--- src/rtl/spi_bm_pkg.sv ---
package spi_bm_pkg;
  localparam int REG_W   = 16;
  localparam int BYTE_W  = 8;
  localparam int LIN_W   = 4;
  localparam int EXP_W   = 3;
  localparam int DIV_W   = LIN_W + (1 << EXP_W) - 1;

  localparam int EXP_LO_POS = 4;
  localparam int EXP_HI_POS = 6;
  localparam int POL_POS    = 8;
  localparam int LEAD_POS   = 9;

  localparam int RDY_POS = 0;
  localparam int ACT_POS = 1;
  localparam int IDX_POS = 2;

  typedef enum logic [1:0] {
    A_CFG  = 2'd0,
    A_CTRL = 2'd1,
    A_TX   = 2'd2,
    A_RX   = 2'd3
  } reg_addr_e;

  typedef struct packed {
    logic             lead;
    logic             pol;
    logic [EXP_W-1:0] expo;
    logic [LIN_W-1:0] lin;
  } cfg_t;

  function automatic cfg_t cfg_unpack(input logic [REG_W-1:0] w);
    cfg_t c;
    c.lin  = w[LIN_W-1:0];
    c.expo = {w[EXP_HI_POS +: EXP_W-1], w[EXP_LO_POS]};
    c.pol  = w[POL_POS];
    c.lead = w[LEAD_POS];
    return c;
  endfunction

  function automatic logic [REG_W-1:0] cfg_pack(input cfg_t c);
    logic [REG_W-1:0] w;
    w = '0;
    w[LIN_W-1:0]               = c.lin;
    w[EXP_LO_POS]              = c.expo[0];
    w[EXP_HI_POS +: EXP_W-1]   = c.expo[EXP_W-1:1];
    w[POL_POS]                 = c.pol;
    w[LEAD_POS]                = c.lead;
    return w;
  endfunction
endpackage

--- src/rtl/spi_bm_clkdiv.sv ---
module spi_bm_clkdiv #(
  parameter int LIN_W = 4,
  parameter int EXP_W = 3,
  parameter int DIV_W = 11
) (
  input  logic [LIN_W-1:0] lin,
  input  logic [EXP_W-1:0] expo,
  output logic [DIV_W-1:0] half_idle,
  output logic [DIV_W-1:0] half_act
);
  logic [DIV_W-1:0] full;
  logic [DIV_W-1:0] eff;

  always_comb begin
    full      = DIV_W'(lin) << expo;
    eff       = (full < DIV_W'(2)) ? DIV_W'(2) : full;
    half_act  = eff >> 1;
    half_idle = eff - half_act;
  end
endmodule

--- src/rtl/spi_bm_engine.sv ---
module spi_bm_engine #(
  parameter int DIV_W  = 11,
  parameter int BYTE_W = 8
) (
  input  logic              clk,
  input  logic              rst,
  input  logic              start,
  input  logic              pol,
  input  logic              lead,
  input  logic [DIV_W-1:0]  half_idle,
  input  logic [DIV_W-1:0]  half_act,
  input  logic [BYTE_W-1:0] tx_byte,
  input  logic              miso,
  output logic              busy,
  output logic              done,
  output logic              sck,
  output logic              mosi,
  output logic [BYTE_W-1:0] rx_byte
);
  localparam int EDGES = 2 * BYTE_W;
  localparam int K_W   = $clog2(EDGES);

  logic [K_W-1:0]    k;
  logic [DIV_W-1:0]  cnt, h_idle_s, h_act_s, cur_len;
  logic              pol_s, lead_s, fin, sck_q;
  logic [BYTE_W-1:0] sh_o, sh_i;
  logic              edge_now, samp_e, shift_e;
  logic [K_W-1:0]    last_k;

  always_comb begin
    cur_len  = k[0] ? h_act_s : h_idle_s;
    edge_now = (cnt == cur_len - 1'b1);
    samp_e   = lead_s ? ~k[0] : k[0];
    shift_e  = lead_s ? k[0] : (~k[0] && (k != '0));
    last_k   = lead_s ? K_W'(EDGES - 2) : K_W'(EDGES - 1);
  end

  always_ff @(posedge clk) begin
    if (rst) begin
      busy     <= 1'b0;
      fin      <= 1'b0;
      k        <= '0;
      cnt      <= '0;
      sck_q    <= 1'b0;
      sh_o     <= '0;
      sh_i     <= '0;
      pol_s    <= 1'b0;
      lead_s   <= 1'b0;
      h_idle_s <= '0;
      h_act_s  <= '0;
    end else if (!busy) begin
      sck_q <= pol;
      if (start) begin
        busy     <= 1'b1;
        fin      <= 1'b0;
        k        <= '0;
        cnt      <= '0;
        sh_o     <= tx_byte;
        pol_s    <= pol;
        lead_s   <= lead;
        h_idle_s <= half_idle;
        h_act_s  <= half_act;
      end
    end else if (fin) begin
      busy  <= 1'b0;
      fin   <= 1'b0;
      sck_q <= pol_s;
    end else if (edge_now) begin
      cnt   <= '0;
      k     <= k + 1'b1;
      sck_q <= ~sck_q;
      if (samp_e) begin
        sh_i <= {sh_i[BYTE_W-2:0], miso};
        if (k == last_k) fin <= 1'b1;
      end
      if (shift_e) sh_o <= {sh_o[BYTE_W-2:0], 1'b0};
    end else begin
      cnt <= cnt + 1'b1;
    end
  end

  assign done    = busy & fin;
  assign sck     = sck_q;
  assign mosi    = sh_o[BYTE_W-1];
  assign rx_byte = sh_i;
endmodule

--- src/rtl/spi_bm_regs.sv ---
module spi_bm_regs
  import spi_bm_pkg::*;
#(
  parameter int IDX_W = 3
) (
  input  logic              clk,
  input  logic              rst,
  input  logic [1:0]        bus_addr,
  input  logic              bus_wr,
  input  logic              bus_rd,
  input  logic [REG_W-1:0]  bus_wdata,
  output logic [REG_W-1:0]  bus_rdata,
  input  logic              busy,
  input  logic              done,
  input  logic [BYTE_W-1:0] rx_byte,
  output cfg_t              cfg,
  output logic [IDX_W-1:0]  cs_idx,
  output logic              cs_act,
  output logic              ready,
  output logic              start,
  output logic [BYTE_W-1:0] tx_byte
);
  cfg_t              cfg_q;
  logic [BYTE_W-1:0] tx_q, rx_q;
  logic [REG_W-1:0]  rd_mux;
  logic              wr_cfg, wr_ctrl;

  always_comb begin
    wr_cfg  = bus_wr && (bus_addr == A_CFG);
    wr_ctrl = bus_wr && (bus_addr == A_CTRL);
    start   = bus_wr && (bus_addr == A_TX) && !busy && (cfg_q.lin != '0);
    tx_byte = bus_wdata[BYTE_W-1:0];
  end

  always_comb begin
    rd_mux = '0;
    case (bus_addr)
      A_CFG:  rd_mux = cfg_pack(cfg_q);
      A_CTRL: begin
        rd_mux[RDY_POS]         = ready;
        rd_mux[ACT_POS]         = cs_act;
        rd_mux[IDX_POS +: IDX_W] = cs_idx;
      end
      A_TX:    rd_mux[BYTE_W-1:0] = tx_q;
      default: rd_mux[BYTE_W-1:0] = rx_q;
    endcase
  end

  always_ff @(posedge clk) begin
    if (rst) begin
      cfg_q     <= '0;
      cs_idx    <= '0;
      cs_act    <= 1'b0;
      ready     <= 1'b0;
      tx_q      <= '0;
      rx_q      <= '0;
      bus_rdata <= '0;
    end else begin
      if (wr_cfg) cfg_q <= cfg_unpack(bus_wdata);
      if (wr_ctrl) begin
        cs_idx <= bus_wdata[IDX_POS +: IDX_W];
        cs_act <= bus_wdata[ACT_POS];
        if (!bus_wdata[RDY_POS]) ready <= 1'b0;
      end
      if (done) begin
        ready <= 1'b1;
        rx_q  <= rx_byte;
      end
      if (start) tx_q <= bus_wdata[BYTE_W-1:0];
      if (bus_rd) bus_rdata <= rd_mux;
    end
  end

  assign cfg = cfg_q;
endmodule

--- src/rtl/spi_bm_csdec.sv ---
module spi_bm_csdec #(
  parameter int NCS   = 8,
  parameter int IDX_W = 3
) (
  input  logic             clk,
  input  logic             rst,
  input  logic [IDX_W-1:0] idx,
  input  logic             act,
  output logic [NCS-1:0]   cs_n
);
  for (genvar i = 0; i < NCS; i++) begin : g_cs
    always_ff @(posedge clk) begin
      if (rst) cs_n[i] <= 1'b1;
      else     cs_n[i] <= ~(act && (idx == IDX_W'(i)));
    end
  end
endmodule

--- src/rtl/spi_byte_master.sv ---
module spi_byte_master
  import spi_bm_pkg::*;
#(
  parameter int NCS = 8
) (
  input  logic             clk,
  input  logic             rst,
  input  logic [1:0]       bus_addr,
  input  logic             bus_wr,
  input  logic             bus_rd,
  input  logic [REG_W-1:0] bus_wdata,
  output logic [REG_W-1:0] bus_rdata,
  output logic             sck,
  output logic             mosi,
  input  logic             miso,
  output logic [NCS-1:0]   cs_n
);
  localparam int IDX_W = (NCS > 1) ? $clog2(NCS) : 1;

  cfg_t              cfg;
  logic [IDX_W-1:0]  cs_idx;
  logic              cs_act, ready_flag, start, xfer_busy, done, spr_nz;
  logic [BYTE_W-1:0] tx_byte, rx_byte;
  logic [DIV_W-1:0]  half_idle, half_act;

  assign spr_nz = (cfg.lin != '0);

  spi_bm_regs #(.IDX_W(IDX_W)) u_regs (
    .clk(clk), .rst(rst), .bus_addr(bus_addr), .bus_wr(bus_wr),
    .bus_rd(bus_rd), .bus_wdata(bus_wdata), .bus_rdata(bus_rdata),
    .busy(xfer_busy), .done(done), .rx_byte(rx_byte), .cfg(cfg),
    .cs_idx(cs_idx), .cs_act(cs_act), .ready(ready_flag),
    .start(start), .tx_byte(tx_byte)
  );

  spi_bm_clkdiv #(.LIN_W(LIN_W), .EXP_W(EXP_W), .DIV_W(DIV_W)) u_div (
    .lin(cfg.lin), .expo(cfg.expo),
    .half_idle(half_idle), .half_act(half_act)
  );

  spi_bm_engine #(.DIV_W(DIV_W), .BYTE_W(BYTE_W)) u_eng (
    .clk(clk), .rst(rst), .start(start), .pol(cfg.pol), .lead(cfg.lead),
    .half_idle(half_idle), .half_act(half_act), .tx_byte(tx_byte),
    .miso(miso), .busy(xfer_busy), .done(done), .sck(sck),
    .mosi(mosi), .rx_byte(rx_byte)
  );

  spi_bm_csdec #(.NCS(NCS), .IDX_W(IDX_W)) u_cs (
    .clk(clk), .rst(rst), .idx(cs_idx), .act(cs_act), .cs_n(cs_n)
  );
endmodule

--- config.mk ---
export PLATFORM = sky130hd
export DESIGN_NAME = spi_byte_master
export DESIGN_NICKNAME = d
export VERILOG_FILES = /design/src/rtl/spi_bm_pkg.sv /design/src/rtl/spi_bm_clkdiv.sv /design/src/rtl/spi_bm_engine.sv /design/src/rtl/spi_bm_regs.sv /design/src/rtl/spi_bm_csdec.sv /design/src/rtl/spi_byte_master.sv
export SDC_FILE = /design/constraint.sdc
export NUM_CORES = 1
export LEC_CHECK = 0
export ABC_CLOCK_PERIOD_IN_PS = 4400
export BUFFER_PORTS_ARGS = -buffer_cell sky130_fd_sc_hd__buf_2
export CORE_MARGIN = 3
export CORE_UTILIZATION = 35
export CTS_CLUSTER_DIAMETER = 50
export DETAILED_ROUTE_END_ITERATION = 6
export PLACE_DENSITY = 0.49
export SLEW_MARGIN = 20
export SYNTH_ARGS = -nofsm -noshare
export SYNTH_HDL_FRONTEND = slang
export SYNTH_SLANG_ARGS = --single-unit
--- constraint.sdc ---
create_clock -name clk -period 4.4 [get_ports clk]
set_input_delay 0.44 -clock clk [delete_from_list [all_inputs] [get_ports clk]]
set_output_delay 0.44 -clock clk [all_outputs]
set_load 0.01 [all_outputs]
**After elaboration in Yosys (flattened, before gate mapping)**

Index checks and enable logic that the tools add are counted.

- Register bits: 111
- Bits in latches: 0
- RAM bits: 0
- Bits in read-only memories: 0
- Logic and storage cells: 127
- Memories kept: 0

- $add $sub $neg: 4
- Multipliers: 0
- Div/mod/pow operators: 0
- Magnitude comparators: 1
- Equality and inequality tests: 16
- Shift-type cells: 1
- Mux-type cells: 36
- Bitwise logic cells: 13
- Reductions and logical operators: 27

Operators by type and width:

| kind | count |
|---|---|
| two-way mux 11 bit | 6 |
| two-way mux 8 bit | 5 |
| two-way mux 1 bit | 18 |
| two-way mux 4 bit | 4 |
| one-hot mux 5 bit (3 select lines) | 1 |
| logical AND 1 bit | 14 |
| equality test 3 bit, second input constant | 4 |
| NOT 1 bit | 12 |
| adder 11 x 1 -> 11 bit, second input constant | 1 |
| equality test 11 bit | 1 |
| < comparator 11 x 2 -> 1 bit, second input constant | 1 |
| << shifter 4 x 3 -> 11 bit | 1 |
| subtractor 11 x 1 -> 11 bit, second input constant | 1 |
| subtractor 11 x 10 -> 11 bit | 1 |
| one-hot mux 3 bit (3 select lines) | 1 |
| AND reduction 4 bit | 2 |
| nonzero test 4 bit | 2 |
| equality test 3 x 2 -> 1 bit, second input constant | 2 |
| inequality test 2 bit, second input constant | 3 |
| AND reduction 2 bit | 3 |
| adder 4 x 1 -> 4 bit, second input constant | 1 |
| equality test 4 bit | 1 |
| nonzero test 2 bit | 2 |
| equality test 3 x 1 -> 1 bit, second input constant | 1 |
| 10 further kinds | 10 |

**Logic depth before layout (Yosys ltp)**

Gate-level depths: netlist (run 1).

- Depth in word-level cells: 7
- Depth in mapped cells: 18
- Gate-level depth less buffers: 17

**Cells and area by module**

A second synthesis (run 1) with hierarchy kept.

- Cell total of the unflattened synthesis: 658
- Area total of the unflattened synthesis: 5,756.8 um2

Modules (own cells, without submodules):

| module | instances | cells each | area each (um2) | sequential area each (um2) |
|---|---|---|---|---|
| spi_bm_engine | 1 | 349 | 2,897.8 | 1,161.1 |
| spi_bm_regs | 1 | 175 | 1,796.7 | 800.8 |
| spi_bm_clkdiv | 1 | 113 | 820.8 | 0.0 |
| spi_bm_csdec | 1 | 21 | 241.5 | 160.2 |

**Worst setup path after synthesis (run 1)**

Ideal clock, no wire load.

- Kind: register -> register
- Start: register u_regs.cfg_q, in the netlist u_regs.cfg[4]
- End: register u_eng.h_idle_s[10]
- Setup time: 74 ps
- Data arrival time: 3,864 ps
- Setup slack: 462 ps
- Stages on the path, launching flop included: 19
- Period minus slack after synthesis: 3,938 ps
- Path through: dfxtp_1 -> clkbuf_1 -> mux2_2 -> nand3_1 -> ha_1 -> nand3_1 -> nor4_1 -> or2_2 -> ha_1 -> inv_1 -> fa_1 -> a21o_1 -> a21oi_1 -> nand2b_1 -> a21boi_0 -> o211ai_1 -> a21oi_1 -> or3_1 -> a31oi_1

- Longest elaborated chain between the ends: 4

Ends and longest elaborated chain:

| what | RTL line | text |
|---|---|---|
| start: declaration | spi_bm_regs.sv:23 | `cfg_t cfg_q;` |
| start signal: assignment | spi_bm_regs.sv:59 | `if (wr_cfg) cfg_q <= cfg_unpack(bus_wdata);` |
| << shifter 4 x 3 -> 11 bit (*) | spi_bm_clkdiv.sv:15 | `full = DIV_W'(lin) << expo;` |
| < comparator 11 x 2 -> 1 bit | spi_bm_clkdiv.sv:16 | `eff = (full < DIV_W'(2)) ? DIV_W'(2) : full;` |
| two-way mux 11 bit (*) | spi_bm_clkdiv.sv:16 |  |
| net half_act[0] | spi_byte_master.sv:24 | `logic [DIV_W-1:0] half_idle, half_act;` |
| subtractor 11 x 10 -> 11 bit (*) | spi_bm_clkdiv.sv:18 | `half_idle = eff - half_act;` |
| end signal: assignment | spi_bm_engine.sv:61 | `h_idle_s <= half_idle;` |
| end: declaration | spi_bm_engine.sv:24 | `logic [DIV_W-1:0] cnt, h_idle_s, h_act_s, cur_len;` |

Mark *: on every way through the listed nets, which the timed path passes. The rest lies on a longest branch.
A chain may end at the register's enable or synchronous reset.

**Worst setup path in the final report (run 1)**

- Start: register u_regs.cfg_q, in the netlist u_regs.cfg[3]
- End: register u_eng.h_idle_s[9]

The elaborated chain is that of the path after synthesis.

==> metrics.cfg, run 1 <==
[timing]
hold_ws_ns=0.327
fin_setup_tns_ns=0
finalHoldViolations=0
max-slew-margin-rel=0.417
setup_viol=0
fmax_mhz=255
finClkSkew_ns=0.00953
rsz0062_at_grt=false
worstMarginPinSlew_ns=0.874
slew_violations=0
fin_ws_ns=0.479
post-route-period-util=0.891
fin_crit_ns=3.92

[routing]
wl_per_cell_um=15.6
drc_errors=0
first_iter_violations=213
drt-vias-per-instance=5.27
vias=4399
ant_nets=0
drtPass1Iterations=4
wl_um=13000

[global_route]
grt_pass1_vias=4214
grt_usage=0.158
antenna_found_initial=0
grt_start_max_net_pins=47
grt_pass1_wl_um=21300
grt_overflow=0

[power]
p_leak_nw=2.34
ir_drop_mv=0.186
p_per_area_mw_per_mm2=336

[cts]
cts_buffers=9
clkSinkCount=105
post_cts_buffers=0
clk_pin_slew_ns=0.08
holdBufCountCts=0
htree_levels=3
clk_latency_ns=0.36
tritoncts=done
clock_path_buffers=2
cts_root_buffer=clkbuf_16
post_cts_resized=0

[final_layout]
n_antenna_cell=0
fill_cells=1508
layout_common_cells=105 x dfxtp_1, 72 x nor2_1, 68 x nand2_1
final_common_cell=dfxtp_1
stdcell_area_sq_mm=0.00603
final_net_count=685
drive_above_1_share=0.131
syn_to_final_growth_pct=11.7

[critical_path]
r2r_cells=15
cp.depth=15
end_kind=flip-flop
cpMaxStageDelayCell=or4_1
worst-setup-path-type=flip-flop to flip-flop
cp_data_arrival_time_ns=4.18
crit_fanout=7
startpoint_type=flip-flop
cp.required_ns=4.66
cpPeakStageDelay_ns=0.47
cp_top_family=simple AND/OR/NAND/NOR gates
crit_chain=mux2_2 > nand3_1 > ha_1 > nand3_1 > nor4_1 > or2_2 > ha_1 > nor2b_1 > o21ai_0 > a21oi_1 > o21ai_0 > a21boi_0 > o2111a_1 > or4_1 > a311oi_1
crit_buf_inv=0

[synth]
synth_edf_count=0
avgSynthCellArea_sq_um=8.67
synth_seq_cells=105
ys_async_sr_fraction=0
yosysSeqAreaShare=0.389
ys_warn_count=0
syn_inst=623
synth.cell_area_sq_mm=0.00540
yosysUniqueCellTypes=66
ys.flop_type=dfxtp_1

[floorplan]
die_area_sq_mm=0.0170
num_rows=44
start_util=0.365
coreArea_sq_mm=0.0148
fp.dieH_um=130
top_level_ports=49
die_w_um=130

[placed_design]
placed_cell_area_sq_mm=0.00571
gp_congestion=0.735
portBuffers=36
dpl.hpwl_um=9360
pre_cts_ws_ns=0.511

[hold_path]
hold_path_class=input port to flip-flop
worstHoldPathCells=3

[outcome]
outcome=complete, no violations

[run]
drv_cap=0

## routing by layer
layer  track usage  share of wire
met3        0.0246          0.032
met4        0.0538          0.015
met2         0.248           0.45
met5             0              0
met1         0.221           0.50
## worst min-delay path: cells and delay by family
kind	cells	cell delay, ns
buffers and inverters	1	0.08
AND/OR/NAND/NOR	1	0.07
multiplexers	1	0.06
## sequential cells by signal (all words and copies together) (netlist names)
name / count
u_eng.sh_o: 8
u_eng.fin: 1
u_regs.bus_rdata: 10
u_eng.pol_s: 1
u_regs.tx_q: 8
u_eng.busy: 1
u_eng.cnt: 11
u_eng.k: 4
u_regs.rx_q: 8
u_regs.cs_idx: 3
u_eng.sck: 1
u_eng.rx_byte: 8
u_regs.cfg: 9
u_regs.cs_act: 1
u_eng.h_act_s: 10
u_eng.lead_s: 1
u_eng.h_idle_s: 11
u_regs.ready: 1
u_cs.cs_n: 8
## final cells by class
type | instances | area (sq um) | area share
multi-input cells | 467 | 3060 | 0.508
clock buffers | 10 | 239 | 0.0396
flip-flops and latches | 105 | 2100 | 0.348
repair buffers | 46 | 255 | 0.0423
well taps | 184 | 230 | 0.0382
clock inverters | 6 | 81.3 | 0.0135
inverters | 17 | 63.8 | 0.0106
## synth_stat cells (7+ instances only)
| cell | number | share of area |
|---|---|---|
| mux2_2 | 9 | 0.019 |
| a21oi_1 | 46 | 0.043 |
| dfxtp_1 | 105 | 0.39 |
| nand4_1 | 8 | 0.0093 |
| or4_1 | 7 | 0.0097 |
| xor2_1 | 11 | 0.018 |
| buf_1 | 7 | 0.0049 |
| nor3_1 | 10 | 0.0093 |
| nor2_1 | 73 | 0.051 |
| o21ai_0 | 14 | 0.013 |
| nand3_1 | 30 | 0.028 |
| nand2b_1 | 10 | 0.012 |
| nand2_1 | 68 | 0.047 |
| xnor2_1 | 17 | 0.028 |
| ha_1 | 15 | 0.035 |
| inv_1 | 17 | 0.012 |
| mux2i_1 | 46 | 0.085 |
| clkbuf_1 | 22 | 0.015 |
## metrics by stage
step           cells  utilization  power, mW
5_1_grt          835        0.407       2.11
6_report         835        0.407       2.03
3_3_place_gp     819        0.386       1.19
4_1_cts          835        0.407       2.05
3_5_place_dp     819        0.386       1.19
2_1_floorplan    628            -       1.14
## cells by family (layout without fill, tap and decap cells)
| kind of cell | after synthesis | count (layout) | share of synthesized area |
|---|---|---|---|
| other | 1 | 6 | 0.000694 |
| adder cells (fa/ha/maj) | 16 | 16 | 0.0385 |
| multiplexers | 62 | 62 | 0.130 |
| buffers and inverters | 56 | 79 | 0.0475 |
| AND/OR/NAND/NOR | 250 | 250 | 0.226 |
| flip-flops | 105 | 105 | 0.389 |
| XOR/XNOR | 28 | 28 | 0.0454 |
| AO/OA/AOI/OAI | 105 | 105 | 0.123 |
## path summary, 6_finish.rpt
check                                    from           endpoint  slack, ns
worst max-delay path            u_regs.cfg[3]  u_eng.h_idle_s[9]       0.48
worst max register to register  u_regs.cfg[3]  u_eng.h_idle_s[9]       0.48
worst min register to register  u_eng.sh_o[0]      u_eng.sh_o[0]       0.46
worst min-delay path             bus_wdata[8]      u_regs.cfg[7]       0.33
## report_power, final
part           internal [mW]  leakage (nW)  switching [mW]  total (mW)
sequential             0.962         0.848          0.0136       0.975
combinational         0.0823          1.34           0.112       0.194
clock                  0.470         0.157           0.389       0.860
total                   1.51          2.34           0.515        2.03
Power figures use the tool's default switching activity.
==> inputs of run 2 (changes only) <==
--- a/config.mk
+++ b/config.mk
@@ -5,12 +5,14 @@
 export SDC_FILE = /design/constraint.sdc
 export NUM_CORES = 1
 export LEC_CHECK = 0
-export ABC_CLOCK_PERIOD_IN_PS = 4400
+export ABC_AREA = 1
+export ABC_CLOCK_PERIOD_IN_PS = 5090
 export BUFFER_PORTS_ARGS = -buffer_cell sky130_fd_sc_hd__buf_2
 export CORE_MARGIN = 3
 export CORE_UTILIZATION = 35
 export CTS_CLUSTER_DIAMETER = 50
 export DETAILED_ROUTE_END_ITERATION = 6
+export GPL_TIMING_DRIVEN = 1
 export PLACE_DENSITY = 0.49
 export SLEW_MARGIN = 20
 export SYNTH_ARGS = -nofsm -noshare
==> constraint.sdc (replaced) <==
create_clock -name clk -period 5.09 [get_ports clk]
set_input_delay 0.509 -clock clk [delete_from_list [all_inputs] [get_ports clk]]
set_output_delay 0.509 -clock clk [all_outputs]
set_load 0.01 [all_outputs]
==> run 2 against run 1 <==
Compared with the run above:
- synthesized cell count grew 30%
- clock power down 16%
- critical path depth is 6 higher
- sequential power down 11%
- register-to-register slack better by 0.99 ns
- maximum frequency is 8.2% higher
- largest cell class unchanged
==> metrics.cfg, run 2 <==
[cts]
post_cts_resized=0  ; unchanged
post_cts_buffers=0  ; unchanged
clk_latency_ns=0.35  ; about the same
cts_root_buffer=clkbuf_16
clkSinkCount=105  ; unchanged
holdBufCountCts=0  ; unchanged
clock_path_buffers=2  ; unchanged
clk_pin_slew_ns=0.07  ; about the same
tritoncts=done
cts_buffers=9  ; unchanged
htree_levels=3  ; unchanged

[critical_path]
worst-setup-path-type=flip-flop to flip-flop
startpoint_type=flip-flop
cp_data_arrival_time_ns=3.90  ; -0.28 ns
cpMaxStageDelayCell=dfxtp_1
crit_chain=nor2_1 > a21oi_1 > nor2_1 > inv_1 > nor2_1 > inv_1 > ha_1 > nand4_1 > nor3_1 > nand3_1 > o21ai_0 > ha_1 > inv_1 > fa_1 > a21oi_1 > nor2_1 > o21ai_0 > nand2_1 > a21oi_1 > o21ai_0 > o21ai_0
end_kind=flip-flop
crit_fanout=10  ; +3
cpPeakStageDelay_ns=0.48  ; about the same
cp.required_ns=5.36  ; +0.70 ns

[synth]
avgSynthCellArea_sq_um=6.75  ; -22%
ys_top_cells_by_area=dfxtp_1 38%, nand2_1 13%, o21ai_0 8.0%
ys_warn_count=0  ; unchanged
synth_area_leader_cell=dfxtp_1
synth.cell_area_sq_mm=0.00548  ; +1.4%
syn_inst=811  ; +30%
synth_seq_cells=105  ; unchanged
synth_edf_count=0  ; unchanged
synth_top_area_share=0.384  ; -0.00542
ys.flop_type=dfxtp_1
yosysUniqueCellTypes=42  ; -36%
yosysSeqAreaShare=0.384  ; -0.00542
yosysMostFrequentCell=nand2_1
ys_async_sr_fraction=0  ; unchanged
synth_common_cells=190 x nand2_1, 110 x inv_1, 105 x dfxtp_1

[routing]
ant_nets=0  ; unchanged
first_iter_violations=413  ; +94%
wl_per_cell_um=13.4  ; -14%
wl_um=14100  ; +8.4%
drc_errors=0  ; unchanged
drt-vias-per-instance=4.85  ; -8.0%
drtPass1Iterations=5  ; +1
vias=5087  ; +16%

[floorplan]
fp.dieH_um=131  ; +0.67%
num_rows=45  ; +2.3%
top_level_ports=49  ; unchanged
start_util=0.359  ; -0.00573
die_area_sq_mm=0.0172  ; +1.3%
die_w_um=131  ; +0.67%
coreArea_sq_mm=0.0153  ; +3.0%

[outcome]
outcome=complete, no violations

[placed_design]
gp_congestion=0.842  ; +15%
pre_cts_ws_ns=1.51  ; +1.00 ns
dpl.hpwl_um=10500  ; +12%
portBuffers=36  ; unchanged

[final_layout]
layout_common_cells=190 x nand2_1, 110 x inv_1, 105 x dfxtp_1
n_antenna_cell=0  ; unchanged
top_regs=u_eng.cnt (11), u_eng.h_idle_s (11)
final_common_cell=nand2_1
final_net_count=872  ; +27%
drive_above_1_share=0.0847  ; -0.0458
syn_to_final_growth_pct=11.2

[global_route]
antenna_found_initial=0  ; unchanged
grt_pass1_vias=4693  ; +11%
grt_usage=0.174  ; +0.0156
grt_pass1_wl_um=23600  ; +11%
grt_start_max_net_pins=70  ; +49%
grt_overflow=0  ; unchanged

[timing]
fmax_mhz=276  ; +8.2%
finalHoldViolations=0  ; unchanged
rsz0062_at_grt=false
fin_ws_ns=1.47  ; +0.987 ns
finClkSkew_ns=0.00812  ; -0.00142 ns
post-route-period-util=0.712  ; -0.179
fin_crit_ns=3.62  ; -0.297 ns
fin_setup_tns_ns=0  ; unchanged
setup_viol=0  ; unchanged
max-slew-margin-rel=0.357  ; -0.0598
slew_violations=0  ; unchanged
worstMarginPinSlew_ns=0.960  ; +0.0861 ns

[power]
p_leak_nw=2.60  ; +11%
ir_drop_mv=0.161  ; -14%
p_per_area_mw_per_mm2=308  ; -8.5%

[run]
drv_cap=0  ; unchanged

[hold_path]
hold_path_class=input port to flip-flop

[run 2: cells by family after synthesis]
family / after synthesis / synth area share
AOI/OAI and AO/OA: 175 / 0.172
other: 1 / 0.000685
and+or+nand+nor: 357 / 0.281
adders and majority gates: 16 / 0.0379
xor gates and xnor gates: 9 / 0.0144
DFF: 105 / 0.384
buffers and inverters: 148 / 0.110
[run 2: cell type report]
type	count	area [sq um]
clock buffer	10	229
clock inverter	6	75.1
fill	1660	9170
inverter	116	435
multi-input combinational	563	2790
sequential	105	2100
tap	211	264
timing repair buffer	38	195
[run 2: routing by layer]
| layer | vias to the layer above | GRT usage | wire length, um |
|---|---|---|---|
| met5 | - | 0 | 0 |
| met4 | 0 | 0.0575 | 261 |
| met3 | 15 | 0.0304 | 506 |
| met2 | 95 | 0.282 | 6520 |
| met1 | 2317 | 0.234 | 6800 |
| li1 | 2660 | - | - |
[run 2: path summary, 6_finish.rpt]
| check | slack [ns] | start | endpoint | depth (start not counted) |
|---|---|---|---|---|
| setup / recovery | 1.47 | u_regs.cfg[4] | u_eng.h_idle_s[8] | 21 |
| hold / removal | 0.39 | bus_wdata[9] | u_regs.cfg[8] | 3 |
| setup reg to reg | 1.47 | u_regs.cfg[4] | u_eng.h_idle_s[8] | 21 |
| hold reg to reg | 0.46 | u_regs.cfg[7] | u_regs.bus_rdata[8] | 2 |
[run 2: metrics by stage]
stage	instances	power (mW)	util	instance area, sq um	hold slack (ns)
after floorplan	816	1.10	-	5500	0.425
after global placement	1033	1.17	0.379	5790	0.442
after detailed placement	1033	1.17	0.379	5790	0.452
after CTS	1049	1.90	0.399	6090	0.373
after global routing	1049	1.98	0.399	6090	0.388
final	1049	1.88	0.399	6090	0.385
[run 2: power breakdown]
part	total [mW]	switching, mW	leakage [nW]	internal [mW]
Sequential	0.863	0.0187	0.851	0.844
Clock	0.721	0.332	0.145	0.389
Combinational	0.291	0.190	1.61	0.101
Total	1.88	0.541	2.60	1.33
[run 2: critical path: cells and delay by family, from the launching register on]
| family | cells | cell delay, ns |
|---|---|---|
| compound gates | 7 | 1.14 |
| simple gates | 8 | 0.80 |
| flops | 1 | 0.48 |
| buf+inv | 3 | 0.23 |
| fa+ha+maj | 3 | 0.88 |
==> inputs of run 3 (changes only) <==
--- a/config.mk
+++ b/config.mk
@@ -6,14 +6,14 @@
 export NUM_CORES = 1
 export LEC_CHECK = 0
 export ABC_AREA = 1
-export ABC_CLOCK_PERIOD_IN_PS = 5090
+export ABC_CLOCK_PERIOD_IN_PS = 3000
 export BUFFER_PORTS_ARGS = -buffer_cell sky130_fd_sc_hd__buf_2
 export CORE_MARGIN = 3
 export CORE_UTILIZATION = 35
 export CTS_CLUSTER_DIAMETER = 50
 export DETAILED_ROUTE_END_ITERATION = 6
 export GPL_TIMING_DRIVEN = 1
-export PLACE_DENSITY = 0.49
+export PLACE_DENSITY = 0.51
 export SLEW_MARGIN = 20
 export SYNTH_ARGS = -nofsm -noshare
 export SYNTH_HDL_FRONTEND = slang
==> constraint.sdc (replaced) <==
create_clock -name clk -period 3 [get_ports clk]
set_input_delay 0.3 -clock clk [delete_from_list [all_inputs] [get_ports clk]]
set_output_delay 0.3 -clock clk [all_outputs]
set_load 0.01 [all_outputs]
==> run 3 against run 2 <==
Compared with the run above:
- total power up 79%
- critical path type unchanged
- critical endpoint unchanged
- final area up 6.3%
- global-route usage up 0.31 points
- hold slack worse by 0.22 ns
- count of clock-buffer cells in the layout up 1
- first-iteration DRC count down 44%
- maximum frequency up 25%
==> metrics.cfg, run 3 (synthesis gave the netlist of run 2 again) <==
[outcome]
outcome=complete, no violations

[final_layout]
layout_common_cells=189 x nand2_1, 108 x inv_1, 103 x dfxtp_1
fill_cells=1633  ; -1.6%
top_regs=u_eng.cnt (11), u_eng.h_idle_s (11)
syn_to_final_growth_pct=18.3
fin_util=0.425  ; +0.0253
final_net_count=904  ; +3.7%
drive_above_1_share=0.152  ; +0.0670
final_common_cell=nand2_1
n_antenna_cell=0  ; unchanged

[global_route]
antenna_found_initial=0  ; unchanged
grt_usage=0.177  ; +0.00309
grt.met1_usage=0.226  ; -0.00831
grt_pass1_vias=4896  ; +4.3%
gr-max-usage-layer=met2
grt_pass1_wl_um=24200  ; +2.5%
grt_start_max_net_pins=57  ; -19%
grt_use_met3=0.0357  ; +0.00527
grt_overflow=0  ; unchanged
met2_usage=0.300  ; +0.0185

[floorplan]
coreArea_sq_mm=0.0153  ; unchanged
die_w_um=131  ; unchanged
start_util=0.359  ; unchanged
num_rows=45  ; unchanged
top_level_ports=49  ; unchanged
die_area_sq_mm=0.0172  ; unchanged
fp.dieH_um=131  ; unchanged

[timing]
slew_violations=0  ; unchanged
fmax_mhz=345  ; +25%
max-slew-margin-rel=0.478  ; +0.121
setup_viol=0  ; unchanged
hold_ws_ns=0.166  ; -0.219 ns
fin_crit_ns=2.90  ; -0.726 ns
rsz0062_at_grt=true
post-route-period-util=0.966  ; +0.254
finalHoldViolations=0  ; unchanged
worstMarginPinSlew_ns=0.782  ; -0.179 ns
finClkSkew_ns=0.0101  ; +0.00203 ns

[routing]
wl_per_cell_um=13.4  ; -0.52%
first_iter_violations=231  ; -44%
wl_um=14400  ; +2.5%
drc_errors=0  ; unchanged
drtPass1Iterations=4  ; -1
vias=5227  ; +2.8%
drt-vias-per-instance=4.84  ; -0.29%
ant_nets=0  ; unchanged

[cts]
cts_buffers=9  ; unchanged
clock_path_buffers=2  ; unchanged
tritoncts=done
clk_latency_ns=0.36  ; about the same
clkSinkCount=105  ; unchanged
clk_pin_slew_ns=0.07  ; about the same
holdBufCountCts=0  ; unchanged
cts_root_buffer=clkbuf_16
htree_levels=3  ; unchanged

[power]
p_leak_nw=2.79  ; +7.4%
ir_drop_mv=0.321  ; +100%
p_per_area_mw_per_mm2=517  ; +68%
power_mw=3.35  ; +79%

[hold_path]
hold_path_class=input port to flip-flop

[critical_path]
cpPeakStageDelay_ns=0.38  ; -0.10 ns
cpMaxStageDelayCell=dfxtp_4
worst-setup-path-type=flip-flop to flip-flop
cp.required_ns=3.28  ; -2.08 ns
crit_chain=nor2_2 > a21oi_2 > nor2_1 > inv_1 > nor2_2 > inv_1 > ha_2 > nand4_1 > nor3_2 > nand3_2 > o21ai_2 > ha_2 > inv_2 > fa_2 > a21oi_2 > nor2_2 > o21ai_1 > nand2_1 > a21oi_2 > o21ai_1 > o21ai_1
cp_data_arrival_time_ns=3.18  ; -0.72 ns
startpoint_type=flip-flop
crit_fanout=6  ; -4
end_kind=flip-flop

[run]
drv_cap=0  ; unchanged

[placed_design]
dpl.hpwl_um=10900  ; +4.2%
portBuffers=36  ; unchanged
gp_congestion=0.893  ; +6.0%

[run 3: through the flow]
stage               TNS [ns]  cells  instance area, sq um  setup slack (ns)
floorplan                  0    816                  5500            0.0793
global placement     -0.0724   1062                  6020           -0.0724
detailed placement    -0.163   1062                  6020            -0.108
CTS                  -0.0101   1078                  6360           -0.0101
global route          -0.373   1081                  6480            -0.116
finish                     0   1081                  6480             0.102
[run 3: worst paths after layout]
path / endpoint / slack, ns / start / cells past startpoint
worst max register to register: u_eng.h_idle_s[8] / 0.10 / u_regs.cfg[4] / 21
worst min-delay path: u_regs.cfg[8] / 0.17 / bus_wdata[9] / 3
worst min register to register: u_regs.bus_rdata[8] / 0.47 / u_regs.cfg[7] / 2
worst max-delay path: u_eng.h_idle_s[8] / 0.10 / u_regs.cfg[4] / 21
[run 3: what timing repair did]
action | CTS | global route
buffers inserted | 0 | 3
gates resized for setup | 7 | 36
pin swaps | 1 | 7
endpoints found under the hold margin | 0 | 0
setup endpoints to repair | 4 | 28
[run 3: layer usage]
layer	vias up	wire length [um]
met1	2390	6740
met3	22	447
met4	0	255
met2	85	7000
li1	2730	-
met5	-	0
[run 3: worst max-delay path, delay by kind of cell (launching register included)]
kind / cells / cell delay, ns
AOI/OAI and AO/OA: 7 / 0.76
adders and majority gates: 3 / 0.74
and+or+nand+nor: 8 / 0.73
DFF: 1 / 0.38
buffers and inverters: 3 / 0.18
[run 3: area by class of cell]
class / count / area [sq um] / area share
timing repair buffer: 70 / 448 / 0.0692
clock inverter: 5 / 67.6 / 0.0104
inverter: 116 / 435 / 0.0672
multi-input combinational: 563 / 2900 / 0.448
sequential: 105 / 2110 / 0.325
tap: 211 / 264 / 0.0408
clock buffer: 11 / 253 / 0.0390
[run 3: where the power goes]
group          leakage, nW  switching (mW)  internal [mW]
registers            0.853          0.0259           1.43
logic                 1.78           0.366          0.242
clock network        0.159           0.576          0.707
total                 2.79           0.968           2.38
